==> src/rtl/sdram_ref_pkg.sv <==
package sdram_ref_pkg;
  typedef enum logic [1:0] {
    CMD_NOP  = 2'd0,
    CMD_PALL = 2'd1,
    CMD_REF  = 2'd2,
    CMD_SELF = 2'd3
  } sdcmd_e;

  typedef enum logic [3:0] {
    S_IDLE, S_PRE, S_GAP, S_REF, S_LOCK,
    S_SPRE, S_SGAP, S_SENT, S_SHOLD
  } seq_e;
endpackage

==> src/rtl/ref_prescaler.sv <==
module ref_prescaler #(
  parameter int SEL_W    = 3,
  parameter int PS_SHIFT = 1
) (
  input  logic             clk,
  input  logic             rst,
  input  logic [SEL_W-1:0] sel,
  output logic             tick
);
  localparam int SPAN = PS_SHIFT * ((1 << SEL_W) - 2);
  localparam int PS_W = (SPAN > 0) ? SPAN : 1;

  logic [PS_W-1:0] ps_q;
  logic [PS_W-1:0] mask;
  int              shamt;

  always_ff @(posedge clk) begin
    if (rst) ps_q <= '0;
    else     ps_q <= ps_q + 1'b1;
  end

  always_comb begin
    shamt = (sel == '0) ? 0 : PS_SHIFT * (int'(sel) - 1);
    mask  = ({{(PS_W-1){1'b0}}, 1'b1} << shamt) - 1'b1;
    tick  = (sel != '0) && ((ps_q & mask) == '0);
  end
endmodule

==> src/rtl/ref_timer.sv <==
module ref_timer #(
  parameter int CNT_W = 8
) (
  input  logic             clk,
  input  logic             rst,
  input  logic             tick,
  input  logic             load,
  input  logic [CNT_W-1:0] load_val,
  input  logic [CNT_W-1:0] ivl,
  input  logic             clr_flag,
  output logic             hit,
  output logic             flag,
  output logic [CNT_W-1:0] cnt
);
  assign hit = tick && !load && (cnt == ivl);

  always_ff @(posedge clk) begin
    if (rst) begin
      cnt  <= '0;
      flag <= 1'b0;
    end else begin
      if (load)      cnt <= load_val;
      else if (hit)  cnt <= '0;
      else if (tick) cnt <= cnt + 1'b1;

      if (hit)           flag <= 1'b1;
      else if (clr_flag) flag <= 1'b0;
    end
  end
endmodule

==> src/rtl/ref_sequencer.sv <==
module ref_sequencer
  import sdram_ref_pkg::*;
#(
  parameter int F_W = 3
) (
  input  logic           clk,
  input  logic           rst,
  input  logic           hit,
  input  logic           auto_en,
  input  logic           self_en,
  input  logic [F_W-1:0] tpc,
  input  logic [F_W-1:0] tras,
  input  logic           bus_gnt,
  output logic           start,
  output logic [1:0]     cmd_o,
  output logic           cke_o,
  output logic           bus_req_o
);
  localparam int W_W = F_W + 1;

  seq_e           state_q, state_n;
  logic [W_W-1:0] wcnt_q, wcnt_n, lock_len;
  logic           pend_q, pend_n;

  assign lock_len = W_W'(tras) + W_W'(tpc) + W_W'(1);

  always_comb begin
    state_n = state_q;
    wcnt_n  = wcnt_q;
    case (state_q)
      S_IDLE: begin
        if (self_en && bus_gnt)     state_n = S_SPRE;
        else if (pend_q && bus_gnt) state_n = S_PRE;
      end
      S_PRE:  begin state_n = S_GAP; wcnt_n = W_W'(tpc); end
      S_GAP:  begin
        if (wcnt_q == '0) state_n = S_REF;
        else              wcnt_n  = wcnt_q - 1'b1;
      end
      S_REF:  begin state_n = S_LOCK; wcnt_n = lock_len; end
      S_LOCK: begin
        if (wcnt_q == '0) state_n = S_IDLE;
        else              wcnt_n  = wcnt_q - 1'b1;
      end
      S_SPRE: begin state_n = S_SGAP; wcnt_n = W_W'(tpc); end
      S_SGAP: begin
        if (wcnt_q == '0) state_n = S_SENT;
        else              wcnt_n  = wcnt_q - 1'b1;
      end
      S_SENT:  state_n = S_SHOLD;
      S_SHOLD: begin
        if (!self_en) begin state_n = S_LOCK; wcnt_n = lock_len; end
      end
      default: state_n = S_IDLE;
    endcase

    start = (state_q == S_IDLE) && (state_n == S_PRE);

    if (hit && auto_en)      pend_n = 1'b1;
    else if (start || !auto_en) pend_n = 1'b0;
    else                     pend_n = pend_q;
  end

  always_ff @(posedge clk) begin
    if (rst) begin
      state_q   <= S_IDLE;
      wcnt_q    <= '0;
      pend_q    <= 1'b0;
      cmd_o     <= CMD_NOP;
      cke_o     <= 1'b1;
      bus_req_o <= 1'b0;
    end else begin
      state_q <= state_n;
      wcnt_q  <= wcnt_n;
      pend_q  <= pend_n;
      case (state_n)
        S_PRE, S_SPRE: cmd_o <= CMD_PALL;
        S_REF:         cmd_o <= CMD_REF;
        S_SENT:        cmd_o <= CMD_SELF;
        default:       cmd_o <= CMD_NOP;
      endcase
      cke_o     <= !((state_n == S_SENT) || (state_n == S_SHOLD));
      bus_req_o <= (state_n != S_IDLE) || pend_n || self_en;
    end
  end
endmodule

==> src/rtl/sdram_refresh_ctrl.sv <==
module sdram_refresh_ctrl #(
  parameter int CNT_W    = 8,
  parameter int SEL_W    = 3,
  parameter int F_W      = 3,
  parameter int PS_SHIFT = 1
) (
  input  logic             clk,
  input  logic             rst,
  input  logic             wr_en,
  input  logic [1:0]       wr_addr,
  input  logic [CNT_W-1:0] wr_data,
  input  logic             bus_gnt,
  output logic             bus_req,
  output logic [1:0]       sd_cmd,
  output logic             sd_cke,
  output logic             cmp_flag
);
  localparam int CTRL_W  = 2 + 2 * F_W;
  localparam int TPC_LO  = 2;
  localparam int TRAS_LO = 2 + F_W;

  logic [CTRL_W-1:0] ctrl_q;
  logic [SEL_W-1:0]  sel_q;
  logic [CNT_W-1:0]  ivl_q, cnt_v;
  logic [F_W-1:0]    tpc_f, tras_f;
  logic              tick, hit, start, cnt_load, auto_en, self_en;

  always_ff @(posedge clk) begin
    if (rst) begin
      ctrl_q <= '0;
      sel_q  <= '0;
      ivl_q  <= '0;
    end else if (wr_en) begin
      case (wr_addr)
        2'd0:    ctrl_q <= wr_data[CTRL_W-1:0];
        2'd1:    sel_q  <= wr_data[SEL_W-1:0];
        2'd3:    ivl_q  <= wr_data;
        default: ;
      endcase
    end
  end

  assign cnt_load = wr_en && (wr_addr == 2'd2);
  assign tpc_f    = ctrl_q[TPC_LO +: F_W];
  assign tras_f   = ctrl_q[TRAS_LO +: F_W];
  assign auto_en  = ctrl_q[0] && !ctrl_q[1];
  assign self_en  = ctrl_q[0] && ctrl_q[1];

  ref_prescaler #(.SEL_W(SEL_W), .PS_SHIFT(PS_SHIFT)) u_ps (
    .clk(clk), .rst(rst), .sel(sel_q), .tick(tick)
  );

  ref_timer #(.CNT_W(CNT_W)) u_tmr (
    .clk(clk), .rst(rst), .tick(tick), .load(cnt_load), .load_val(wr_data),
    .ivl(ivl_q), .clr_flag(start), .hit(hit), .flag(cmp_flag), .cnt(cnt_v)
  );

  ref_sequencer #(.F_W(F_W)) u_seq (
    .clk(clk), .rst(rst), .hit(hit), .auto_en(auto_en), .self_en(self_en),
    .tpc(tpc_f), .tras(tras_f), .bus_gnt(bus_gnt), .start(start),
    .cmd_o(sd_cmd), .cke_o(sd_cke), .bus_req_o(bus_req)
  );
endmodule

==> config.mk <==
export PLATFORM = sky130hd
export DESIGN_NAME = sdram_refresh_ctrl
export DESIGN_NICKNAME = d
export VERILOG_FILES = /design/src/rtl/sdram_ref_pkg.sv /design/src/rtl/ref_prescaler.sv /design/src/rtl/ref_timer.sv /design/src/rtl/ref_sequencer.sv /design/src/rtl/sdram_refresh_ctrl.sv
export SDC_FILE = /design/constraint.sdc
export NUM_CORES = 1
export LEC_CHECK = 0
export CAP_MARGIN = 20
export CORE_MARGIN = 2
export CORE_UTILIZATION = 25
export CTS_CLUSTER_SIZE = 25
export DETAILED_ROUTE_END_ITERATION = 7
export MAX_ROUTING_LAYER = met4
export PLACE_DENSITY = 0.45
export SYNTH_ARGS = -nofsm -noshare
export SYNTH_HDL_FRONTEND = slang
export SYNTH_SLANG_ARGS = --single-unit
==> constraint.sdc <==
create_clock -name clk -period 7.4 [get_ports clk]
set_input_delay 0.74 -clock clk [delete_from_list [all_inputs] [get_ports clk]]
set_output_delay 0.74 -clock clk [all_outputs]
set_load 0.01 [all_outputs]
==> out/metrics.cfg, run 1 <==
[power_and_ir_drop]
p_per_area_nw_per_um2=173
p_sw_uw=146
ir_drop_mv=0.0879
combPwrFrac_pct=15.0
clockPowerShare_pct=34.1
total_power_uw=544
switching_share_pct=26.9
internal-power_uw=398
seq_power_share_pct=50.8
p_leak_uw=0.00120

[cells_and_area]
area_growth_pct=13.6
finalNetCount=360
drive_above_1_share_pct=8.93
n_antenna_cell=0
fillers=1142

[floorplanning]
rows=38
die_area_um2=11900
fp.dieH_um=109
pin_count=19
initial_core_util_pct=25.6
die_x_um=109
core-area_um2=10800

[run_status]
status=completed

[synth]
ys_ff_latch=47
synth_cells=329
yosysUniqueCellTypes=56
ys_seq_area_share_pct=34.0
syn_area_per_cell_um2=8.40
synth_nets=353
ys_async_sr_fraction_pct=0
syn-cell-area_um2=2770
synth_edf_count=0
yosysWarnings=0
ys.flop_type=dfxtp_1

[clock_network]
clock_latency_ns=0.30
path_clk_slew_ns=0.09
root_buffer=clkbuf_8
cts-htree-levels=2
cts_setup_buffers=0
clockBufferDepth=2
postCtsHoldBufs=0
cts_resized=0
cts.sinks=47
tritoncts=yes
cts_buffers=5

[route]
vias=2289
ant_nets=0
wl_um=6450
viasPerCell=4.81
drt-initial-drc-count=121
firstDrtPassIters=4
wl_per_cell_um=13.5
drc=0

[placed_design]
dp_hpwl_um=4640
place_congestion=0.791
port_buffers=18

[sta]
drv_slew=0
fin_tns_setup_ns=0
min_period_ns=3.38
rsz0062_at_grt=no
worst_slew_pin_slew_ns=0.958
finalCritPeriodShare_pct=45.6
hold_violations=0
slew-limit-headroom_pct=36.1
setup-violations-final=0
fmax_mhz=296
fin_worst_skew_ns=0.00970

[global_routing]
grt_pass1_wl_um=10900
grt_max_degree=47
track_usage_pct=11.8
grt_overflow=0
grt_pass1_vias=2190
grt_antenna_before_repair=0

[critical_path]
cpPeakStageDelay_ns=0.48
cp_max_fo=11
crit_slowest_cell=or3b_2
startpoint_type=register
critPathKind=register to register
cp_data_required_time_ns=7.60
cp_common_cell=ha_1
crit_path_end_kind=register
crit_path_cell_trace=or2_2 -> ha_1 -> or3b_2 -> ha_1 -> xor2_1 -> a21oi_1 -> a2bb2oi_2 -> and4_1 -> nand3_2 -> a311oi_2
critPathArrivalTime_ns=3.58
rrSetupSlack_ns=4.02

[flow_run]
max_cap_viol_count=0

[hold_path]
hold_path.class=register to register

-- state kept, by name (all words and copies together) (netlist names) --
signal and flops:
u_tmr.flag 1, u_seq.pend_q 1, u_tmr.cnt 8, u_ps.ps_q 6, u_seq.state_q 4, u_seq.cmd_o 2
ivl_q 8, u_seq.wcnt_q 4, ctrl_q 8, u_seq.bus_req_o 1, u_seq.cke_o 1, sel_q 3
-- cells by family after synthesis --
group / share of synthesized area [%]
simple gates: 26.8
compound gates: 18.0
flops: 34.0
buf+inv: 4.25
xor+xnor: 6.02
mux: 6.15
fa+ha+maj: 4.80
-- cell usage after synthesis (all sizes together), types with 2 or more instances --
cell type / count / share of area [%]
and2: 5 / 1.1
and4: 2 / 0.72
or3: 2 / 0.45
nand3b: 4 / 1.1
xor2: 12 / 3.8
nand4b: 2 / 0.86
o22ai: 2 / 0.45
o21a: 2 / 0.54
o211ai: 3 / 0.81
a311oi: 5 / 2.7
nor4: 3 / 0.68
o31ai: 2 / 0.54
clkbuf: 10 / 1.4
inv: 9 / 1.2
ha: 9 / 4.1
dfxtp: 47 / 34
or2: 2 / 0.45
o31a: 3 / 0.95
nor2b: 4 / 0.90
o21ai: 10 / 1.8
nand3: 17 / 3.6
buf: 9 / 1.7
a211o: 2 / 0.63
nand2: 20 / 2.7
xnor2: 7 / 2.2
and3: 3 / 0.68
nand2b: 5 / 1.2
a211oi: 7 / 2.4
a21oi: 19 / 3.4
a31oi: 5 / 1.1
nor3: 12 / 2.2
nor2: 51 / 6.9
mux2i: 17 / 6.2
nor3b: 3 / 0.81
nand4: 2 / 1.0
-- metrics by stage --
stage	std cells	util (%)	hold WS (ns)	setup slack (ns)	cell area [um2]
floorplan	329	-	0.445	4.31	2770
global placement	469	28.2	0.473	4.10	3040
detailed placement	469	28.2	0.470	4.07	3040
CTS	476	29.1	0.483	4.03	3140
global route	476	29.1	0.514	3.84	3140
finish	476	29.1	0.480	4.02	3140
-- path summary, 6_finish.rpt --
check | end | start | cells past startpoint
worst max-delay path | u_tmr.cnt[6] | sel_q[0] | 10
worst min-delay path | u_tmr.flag | u_tmr.flag | 2
worst max register to register | u_tmr.cnt[6] | sel_q[0] | 10
worst min register to register | u_tmr.flag | u_tmr.flag | 2
-- layer usage --
layer / track usage, % / up-vias / share of wire, %
met5: - / - / 0
met4: 2.98 / 0 / 0.95
met3: 1.43 / 4 / 2.3
met2: 18.5 / 26 / 46
met1: 16.2 / 1078 / 51
li1: - / 1181 / -
-- critical path: cells and delay by family (launching register included) --
family	cells	cell delay [ns]
flops	1	0.41
xor+xnor	1	0.18
simple gates	4	1.42
fa+ha+maj	2	0.57
compound gates	3	0.70
-- power by group through the flow --
stage | combinational (uW) | clock [uW] | sequential, uW
floorplan | 63.8 | 0 | 277
global placement | 81.6 | 0 | 282
CTS | 82.6 | 197 | 277
global route | 91.7 | 206 | 279
finish | 81.9 | 186 | 277
detailed placement | 82.1 | 0 | 282
-- final cells by class --
class                   instances  area [um2]  area share, %
multi-input cells             254        1710           54.3
flip-flops and latches         47         941           29.9
repair buffers                 19         183           5.81
clock buffers                   6        72.6           2.31
well taps                     140         175           5.58
inverters                       9        33.8           1.08
clock inverters                 1        30.0          0.956
-- cell usage in the layout (no fill, tap or decap), types with 2 or more instances in the layout --
cell              n
o211ai_1          3
xor2_1           12
a31oi_1           5
o21a_1            2
o21ai_0           7
inv_1             9
or3_1             2
and2_1            5
nand3b_1          4
o21ai_1           3
ha_1              9
a21oi_1          19
o22ai_1           2
o31a_1            3
o31ai_1           2
a211oi_1          4
nand3_2           3
a211oi_2          3
clkdlybuf4s50_1  17
nor2_1           51
mux2i_1          17
and3_1            3
nand2b_1          4
nor3_1           12
xnor2_1           7
clkbuf_8          5
nand2_1          20
dfxtp_1          47
or2_2             2
a311oi_2          5
nand3_1          14
a211o_1           2
nor3b_1           3
nor4_1            3
nor2b_1           4
No activity file was read; power rests on OpenSTA's default activity.
==> run 2: changes to the inputs <==
- PLACE_DENSITY: 0.45 -> 0.47
- clock period: 7.4 -> 2.9 ns (I/O delays scaled with it)
==> out/metrics.cfg, run 2 (synthesized netlist as in run 1, its figures left out) <==
[power_and_ir_drop]
p_per_area_nw_per_um2=427  ; was 173 nW/um2
ir_drop_mv=0.166  ; was 0.0879 mV
p_leak_uw=0.00124  ; was 0.00120 uW
total_power_uw=1370  ; was 544 uW

[cells_and_area]
final_cell_mix=nor2_1, dfxtp_1, nand2_1  ; unchanged
fin_area_um2=3220  ; was 3140 um2
fillers=1146  ; was 1142
drive_above_1_share_pct=12.2  ; was 8.93%
fin_util_pct=29.8  ; was 29.1%
finalNetCount=368  ; was 360
n_antenna_cell=0  ; unchanged
top_regs=ctrl_q x8, ivl_q x8, u_tmr.cnt x8  ; unchanged
final_common_cell=nor2_1  ; unchanged
area_growth_pct=16.5  ; was 13.6%

[clock_network]
path_clk_slew_ns=0.09  ; about the same
cts.sinks=47  ; unchanged
clockBufferDepth=2  ; unchanged
cts_setup_buffers=0  ; unchanged
tritoncts=yes  ; unchanged
postCtsHoldBufs=0  ; unchanged
cts-htree-levels=2  ; unchanged
cts_resized=0  ; unchanged
clock_latency_ns=0.30  ; about the same
root_buffer=clkbuf_8  ; unchanged
cts_buffers=5  ; unchanged

[global_routing]
grt_antenna_before_repair=0  ; unchanged
grt_pass1_vias=2237  ; was 2190
grt_overflow=0  ; unchanged
grt_max_degree=30  ; was 47
grt_pass1_wl_um=11200  ; was 10900 um
track_usage_pct=12.3  ; was 11.8%

[placed_design]
dp_hpwl_um=4720  ; was 4640 um
port_buffers=18  ; unchanged
place_congestion=0.771  ; was 0.791
place_area_um2=3120  ; was 3040 um2

[route]
firstDrtPassIters=4  ; unchanged
drc=0  ; unchanged
wl_um=6570  ; was 6450 um
drt-initial-drc-count=103  ; was 121
wl_per_cell_um=13.5  ; about the same
vias=2332  ; was 2289
ant_nets=0  ; unchanged
viasPerCell=4.81  ; about the same

[floorplanning]
die_x_um=109  ; unchanged
pin_count=19  ; unchanged
initial_core_util_pct=25.6  ; unchanged
core-area_um2=10800  ; unchanged
fp.dieH_um=109  ; unchanged
rows=38  ; unchanged
die_area_um2=11900  ; unchanged

[critical_path]
startpoint_type=register  ; unchanged
cp_data_required_time_ns=3.06  ; was 7.60 ns
critPathArrivalTime_ns=2.92  ; was 3.58 ns
crit_path_end_kind=register  ; unchanged
reg2reg_depth=10  ; unchanged
critPathKind=register to register  ; unchanged
cp_max_fo=9  ; was 11

[sta]
setup-violations-final=0  ; unchanged
finalCritPeriodShare_pct=95.0  ; was 45.6%
fmax_mhz=363  ; was 296 MHz
fin_worst_skew_ns=0.00429  ; was 0.00970 ns
slew-limit-headroom_pct=51.3  ; was 36.1%
fin_tns_setup_ns=0  ; unchanged
worst_slew_pin_slew_ns=0.729  ; was 0.958 ns
rsz0062_at_grt=no  ; unchanged
hold_violations=0  ; unchanged
min_period_ns=2.75  ; was 3.38 ns
drv_slew=0  ; unchanged

[hold_path]
hold_path.class=primary input to register  ; was register to register
min_path_cells=2  ; unchanged

[run_status]
status=completed  ; unchanged

[flow_run]
max_cap_viol_count=0  ; unchanged

[run 2: cell types whose count changed in the layout (fill, tap and decap cells not counted), sizes merged]
cell / delta
clkbuf: +1
buf: +8
bufinv: -1
clkinvlp: +1
[run 2: worst max-delay path, cell delays in order, from the launching register on]
cell and delay [ns]:
dfxtp_1 0.32, or2_2 0.30, ha_2 0.21, or3b_4 0.39, ha_4 0.19, and4_4 0.14, or4_4 0.53, and4_1 0.17
buf_4 0.18, nand4b_2 0.10, a311oi_2 0.10
[run 2: per-layer routing]
metal  share of wire [%]  GRT usage (%)  vias to the layer above
li1                    -              -                     1190
met1                  55           17.8                     1113
met2                  42           17.4                       23
met3                 2.1           2.15                        6
met4                 1.4           3.53                        0
met5                   0              -                        -
[run 2: report_power, final]
group          switching, uW  leakage (uW)  internal [uW]
Combinational            125      0.000805            101
Clock                    229     0.0000505            217
Sequential              31.6      0.000382            671
Total                    386       0.00124            989
[run 2: cell type report]
| cell class | count | area, um2 | share of cell area [%] |
|---|---|---|---|
| multi-input cells | 254 | 1720 | 53.5 |
| flip-flops and latches | 47 | 941 | 29.2 |
| repair buffers | 27 | 243 | 7.54 |
| well taps | 140 | 175 | 5.44 |
| clock buffers | 7 | 96.3 | 2.99 |
| inverters | 9 | 33.8 | 1.05 |
| clock inverters | 1 | 7.51 | 0.233 |
[run 2: path summary, 6_finish.rpt]
path	start	endpoint	slack [ns]
setup / recovery	sel_q[0]	u_tmr.cnt[2]	0.15
hold / removal	rst	ctrl_q[0]	0.48
setup reg to reg	sel_q[0]	u_tmr.cnt[2]	0.15
hold reg to reg	u_ps.ps_q[0]	u_ps.ps_q[0]	0.50
[run 2: stage by stage]
step / worst slack, ns / std cells / hold slack (ns)
floorplan: 0.0237 / 329 / 0.429
global placement: 0.178 / 477 / 0.468
detailed placement: 0.160 / 477 / 0.475
CTS: 0.146 / 485 / 0.470
global route: 0.00521 / 485 / 0.497
finish: 0.146 / 485 / 0.482
